`config.mk`:
```
export PLATFORM = sky130hd
export DESIGN_NAME = cond_flag_unit
export DESIGN_NICKNAME = d
export VERILOG_FILES = /design/src/rtl/cond_flag_pkg.sv /design/src/rtl/cond_pred_eval.sv /design/src/rtl/cond_term_or.sv /design/src/rtl/cond_csrc_sel.sv /design/src/rtl/cond_flag_unit.sv
export SDC_FILE = /design/constraint.sdc
export NUM_CORES = 1
export LEC_CHECK = 0
export BUFFER_PORTS_ARGS = -buffer_cell sky130_fd_sc_hd__buf_2
export CAP_MARGIN = 0
export CORE_AREA = 5 5 42 44
export DETAILED_ROUTE_END_ITERATION = 10
export DIE_AREA = 0 0 47 49
export MAX_ROUTING_LAYER = met4
export PLACE_DENSITY_LB_ADDON = 0.3
export SLEW_MARGIN = 15
export SYNTH_ARGS = -nofsm -noshare
export SYNTH_HDL_FRONTEND = slang
export SYNTH_SLANG_ARGS = --single-unit
```
`constraint.sdc`:
```
create_clock -name clk -period 3.9 [get_ports clk]
set_input_delay 0.39 -clock clk [delete_from_list [all_inputs] [get_ports clk]]
set_output_delay 0.39 -clock clk [all_outputs]
set_load 0.02 [all_outputs]
```
`src/rtl/cond_flag_pkg.sv`:
```
package cond_flag_pkg;
    localparam int NUM_FLAGS = 3;
    localparam int MASK_W    = 2 * NUM_FLAGS;

    typedef struct packed {
        logic a;
        logic b;
        logic c;
    } flags_t;

    typedef enum logic [1:0] {
        PRED_A      = 2'b00,
        PRED_C      = 2'b01,
        PRED_B      = 2'b10,
        PRED_ALWAYS = 2'b11
    } pred_e;

    // positions of the selectable terms inside each update mask
    localparam int SEL_A  = 0;
    localparam int SEL_NA = 1;
    localparam int SEL_B  = 2;
    localparam int SEL_NB = 3;
    localparam int SEL_C  = 4;
    localparam int SEL_NC = 5;
endpackage

```
`src/rtl/cond_pred_eval.sv`:
```
module cond_pred_eval
    import cond_flag_pkg::*;
(
    input  logic [1:0] code,
    input  flags_t     flags,
    output logic       hit
);
    always_comb begin
        case (pred_e'(code))
            PRED_A:  hit = flags.a;
            PRED_B:  hit = flags.b;
            PRED_C:  hit = flags.c;
            default: hit = 1'b1;
        endcase
    end
endmodule

```
`src/rtl/cond_term_or.sv`:
```
module cond_term_or
    import cond_flag_pkg::*;
(
    input  logic [MASK_W-1:0] sel,
    input  flags_t            cur,
    output logic              val
);
    logic [MASK_W-1:0] terms;

    always_comb begin
        terms         = '0;
        terms[SEL_A]  = cur.a;
        terms[SEL_NA] = ~cur.a;
        terms[SEL_B]  = cur.b;
        terms[SEL_NB] = ~cur.b;
        terms[SEL_C]  = cur.c;
        terms[SEL_NC] = ~cur.c;
        val           = |(sel & terms);
    end
endmodule

```
`src/rtl/cond_csrc_sel.sv`:
```
module cond_csrc_sel #(
    parameter bit IN_DIR = 1'b1,
    parameter int DEST_W = 8,
    parameter int C_BIT  = DEST_W - 1
) (
    input  logic              ship_c,
    input  logic [DEST_W-1:0] rx_dest,
    output logic              c_src
);
    logic unused_src;
    assign unused_src = ^{ship_c, rx_dest};

    generate
        if (IN_DIR) begin : g_from_addr
            assign c_src = rx_dest[C_BIT];
        end else begin : g_from_ship
            assign c_src = ship_c;
        end
    endgenerate
endmodule

```
`src/rtl/cond_flag_unit.sv`:
```
module cond_flag_unit
    import cond_flag_pkg::*;
#(
    parameter bit IN_DIR = 1'b1,
    parameter int DEST_W = 8,
    parameter int C_BIT  = DEST_W - 1
) (
    input  logic              clk,
    input  logic              rst_n,
    input  logic [1:0]        pred_code,
    output logic              pred_true,
    input  logic              upd_valid,
    input  logic [MASK_W-1:0] upd_mask_a,
    input  logic [MASK_W-1:0] upd_mask_b,
    input  logic [MASK_W-1:0] upd_mask_c,
    input  logic              ext_c_load,
    input  logic              ship_c,
    input  logic [DEST_W-1:0] rx_dest,
    output logic              flag_a,
    output logic              flag_b,
    output logic              flag_c
);
    localparam int C_BIT_OK = (C_BIT >= 0 && C_BIT < DEST_W) ? 1 : 0;

    flags_t state_d, state_q;
    logic   c_src;
    logic   upd_fire;

    logic [NUM_FLAGS-1:0][MASK_W-1:0] mask_all;
    logic [NUM_FLAGS-1:0]             new_vals;

    assign mask_all = {upd_mask_a, upd_mask_b, upd_mask_c};

    cond_pred_eval pred_i (
        .code  (pred_code),
        .flags (state_q),
        .hit   (pred_true)
    );

    generate
        for (genvar g = 0; g < NUM_FLAGS; g++) begin : g_term
            cond_term_or or_i (
                .sel (mask_all[g]),
                .cur (state_q),
                .val (new_vals[g])
            );
        end
    endgenerate

    cond_csrc_sel #(
        .IN_DIR (IN_DIR),
        .DEST_W (DEST_W),
        .C_BIT  (C_BIT_OK ? C_BIT : 0)
    ) csrc_i (
        .ship_c  (ship_c),
        .rx_dest (rx_dest),
        .c_src   (c_src)
    );

    always_comb begin
        upd_fire = upd_valid & pred_true;
        state_d  = state_q;
        if (upd_fire) begin
            state_d = flags_t'(new_vals);
        end else if (ext_c_load) begin
            state_d.c = c_src;
        end
    end

    always_ff @(posedge clk or negedge rst_n) begin
        if (!rst_n) begin
            state_q <= '0;
        end else begin
            state_q <= state_d;
        end
    end

    assign flag_a = state_q.a;
    assign flag_b = state_q.b;
    assign flag_c = state_q.c;
endmodule

```
==> results.sh <==
export IMPL_outcome="finished clean"
export IMPL_floorplan_die_area_sq_um=2300
export IMPL_worst_r2r_setup_slack_ps=2530
export IMPL_syn_cell_area_sq_um=299
export IMPL_yosys_register_bits=3
export IMPL_synth_nets=61
export IMPL_max_clock_path_buffers=2
export IMPL_diodes=0
export IMPL_area_growth_synth_to_final_pct=64.0
export IMPL_min_path_cells=3
export IMPL_drc_errors=0
export IMPL_timing_final_hold_violations=0
export IMPL_wl_per_cell_um=10.7
export IMPL_worst_setup_path_start_kind="flop"
export IMPL_timing_worst_setup_path_type="reg2out"
export IMPL_worst_slew_pin_tran_ps=414
export IMPL_crit_reg2reg_launch="flag_a$_DFFE_PN0P_"
export IMPL_setup_total_negative_slack_ps=0
export IMPL_first_pass_iters=2
export IMPL_synthCells=28
export IMPL_io_buffers=28
export IMPL_pre_cts_slack_ps=2310
export IMPL_power_internal_mw=0.137
export IMPL_post_synth_cell_area_avg_sq_um=10.7
export IMPL_post_synth_fa_ha_maj_area_fraction=0
export IMPL_power_clock_fraction=0.232
export IMPL_cts_htree_levels=1
export IMPL_p_per_area_nw_per_um2=468
export IMPL_detail_route_antenna_nets=0
export IMPL_cts_made_buffers=3
export IMPL_num_rows=14
export IMPL_data_arrival_at_the_endpoint_of_the_critical_path_ps=1380
export IMPL_postCtsSetupBuffers=0
export IMPL_p_sw_mw=0.0925
export IMPL_number_of_pins_with_negative_max_slew_slack_in_the_final_report=0
export IMPL_nFillCells=158
export IMPL_place_congestion=0.621
export IMPL_antenna_violations_before_repair=0
export IMPL_die_width_um=47
export IMPL_global_route_usage_total=0.0824
export IMPL_first_iter_violations=2
export IMPL_holdCritPathClass="in2reg"
export IMPL_seqPwrFrac=0.297
export IMPL_critPathCaptureType="output pin"
export IMPL_power_switching_share=0.403
export IMPL_finalWorstSetupSlack_ps=2130
export IMPL_grt_overflow_total=0
export IMPL_wire_length_reported_by_the_detailed_router_um=811
export IMPL_hold_start="upd_mask_a[0]"
export IMPL_crit_path_max_incr_delay_ps=450
export IMPL_post_synthesis_share_of_cell_area_spent_on_xor_and_xnor_gates=0
export IMPL_reg2regPathDepth=4
export IMPL_maxClockFrequency_mhz=564
export IMPL_worstPathBufferInverterCount=1
export IMPL_maxSlewHeadroom=0.723
export IMPL_critical_path_max_fanout=6
export IMPL_fp_coreArea_sq_um=1400
export IMPL_finalInstanceArea_sq_um=490
export IMPL_die_h_um=49
export IMPL_report_final_setup_viol=0
export IMPL_timing_final_crit_share=0.454
export IMPL_clkLatencyLatePin_ps=230
export IMPL_num_nets_final=94
export IMPL_largest_family_of_logic_cells_by_synthesized_area="compound AO/OA/AOI/OAI gates"
export IMPL_grt_pass1_wl_um=1350
export IMPL_critical_path_top_delay_family="flip-flops"
export IMPL_synth_simple_gate_area_share=0.180
export IMPL_post_synth_num_cell_types=15
export IMPL_detailed_place_area_sq_um=454
export IMPL_cap_violations=0
export IMPL_r2r_end="flag_b$_DFFE_PN0P_"
export IMPL_irDropWorstVdd_mv=0.136
export IMPL_grt_pass1_vias=359
export IMPL_timing_critical_path_required_ps=3510
export IMPL_tritoncts_num_sinks=3
export IMPL_io_pin_count=37
export IMPL_clockRootBuffer="sky130_fd_sc_hd__clkbuf_4"
export IMPL_average_via_count_per_standard_cell=4.38
export IMPL_initial_utilization=0.213
export IMPL_worst_path_max_delay_cell="sky130_fd_sc_hd__dfrtp_1"
export IMPL_fin_worst_skew_ps=0.387
export IMPL_min_delay_worst_endpoint="flag_a$_DFFE_PN0P_"
export IMPL_rsz0062_at_grt="no"
export IMPL_synth_compound_area_frac=0.285
export IMPL_grt_start_max_net_pins=7
export IMPL_detailroute_via_count=333
export IMPL_final_core_utilization=0.350
export IMPL_crit_path_cell_trace="or3b_4 -> o31a_2 -> buf_2"
export IMPL_worst_path_clk_slew_ps=40
export IMPL_drive_gt1_frac=0.650
export IMPL_leakagePower_nw=0.258
export IMPL_synth_warning_count=0
export IMPL_p_comb_frac=0.471
export IMPL_synth_sequential_area_ratio=0.251
export IMPL_clock_tree_from_tritoncts="yes"
export IMPL_timing_final_crit_period_ps=1770
export IMPL_synth_area_mux_share=0.268
export IMPL_overall_power_mw=0.229
## layout by cell type, fill, tap and decap left out, types with 2 or more instances in the layout
cell type	Yosys	final
sky130_fd_sc_hd__buf_2	0	28
sky130_fd_sc_hd__clkbuf_4	0	3
sky130_fd_sc_hd__dfrtp_1	3	3
sky130_fd_sc_hd__mux2i_1	8	8
sky130_fd_sc_hd__nand2_1	2	2
sky130_fd_sc_hd__nor2_1	2	2
sky130_fd_sc_hd__o31ai_1	2	2
sky130_fd_sc_hd__o31ai_2	2	2
## state kept, by name, indices dropped and copies added, names as in the netlist
| name | flops |
|---|---|
| flag_a | 1 |
| flag_c | 1 |
| flag_b | 1 |
## how the worst max path moves through the flow
| stage | to | from | depth (start not counted) |
|---|---|---|---|
| after floorplan | pred_true | flag_c$_DFFE_PN0P_ | 3 |
| after global placement | pred_true | pred_code[0] | 4 |
| after detailed placement | pred_true | pred_code[0] | 4 |
| after CTS | pred_true | flag_a$_DFFE_PN0P_ | 3 |
| after global routing | pred_true | flag_c$_DFFE_PN0P_ | 3 |
| final | pred_true | flag_c$_DFFE_PN0P_ | 3 |
## synthesized netlist by cell type
cell type / number / share of area
sky130_fd_sc_hd__or3b_4: 1 / 0.038
sky130_fd_sc_hd__and2b_4: 1 / 0.033
sky130_fd_sc_hd__nand3_1: 1 / 0.017
sky130_fd_sc_hd__nand2_1: 2 / 0.025
sky130_fd_sc_hd__mux2i_1: 8 / 0.27
sky130_fd_sc_hd__o31a_2: 1 / 0.033
sky130_fd_sc_hd__a21oi_2: 1 / 0.029
sky130_fd_sc_hd__o31ai_2: 2 / 0.084
sky130_fd_sc_hd__and2_1: 1 / 0.021
sky130_fd_sc_hd__dfrtp_1: 3 / 0.25
sky130_fd_sc_hd__o311ai_4: 1 / 0.088
sky130_fd_sc_hd__nor2_1: 2 / 0.025
sky130_fd_sc_hd__nor2_2: 1 / 0.021
sky130_fd_sc_hd__clkbuf_2: 1 / 0.017
sky130_fd_sc_hd__o31ai_1: 2 / 0.050
## power by group through the flow
stage                     Combinational [mW]  Sequential, mW  Clock, mW
final                                  0.108          0.0681     0.0533
after global placement                 0.107          0.0697          0
after global routing                   0.117          0.0719     0.0591
after CTS                              0.110          0.0701     0.0567
after detailed placement               0.109          0.0706          0
after floorplan                       0.0669          0.0738          0
## stage by stage
stage,hold WS (ps),cells
6_report,394,76
5_1_grt,401,76
4_1_cts,386,76
3_5_place_dp,188,71
3_3_place_gp,187,71
2_1_floorplan,94.4,28
## tightest hold or removal path: stages
cell and delay (ps):
sky130_fd_sc_hd__buf_2 80, sky130_fd_sc_hd__o31ai_2 60, sky130_fd_sc_hd__o31ai_1 50
## routing by layer
metal	wire, um	share of wire	track usage
met5	0	0	-
met4	0	0	0.0553
met3	54	0.067	0.0111
met2	423	0.52	0.129
met1	332	0.41	0.0927
## final cells by class
cell class | count | area (sq um) | area share
timing repair buffer | 29 | 150 | 0.306
sequential | 3 | 75.1 | 0.153
clock buffer | 4 | 26.3 | 0.0536
multi-input combinational | 24 | 219 | 0.446
tap | 16 | 20.0 | 0.0408
## what timing repair did
item | 4_1_cts | 5_1_grt
hold buffers | 1 | 0
resized for setup | 0 | 0
hold endpoints to repair | 3 | 0
## cells by family after synthesis
logic type | Yosys count
AO/OA/AOI/OAI | 7
multiplexers | 8
flip-flops | 3
buffers and inverters | 1
AND/OR/NAND/NOR | 9
(Power assumes the default switching activity.)
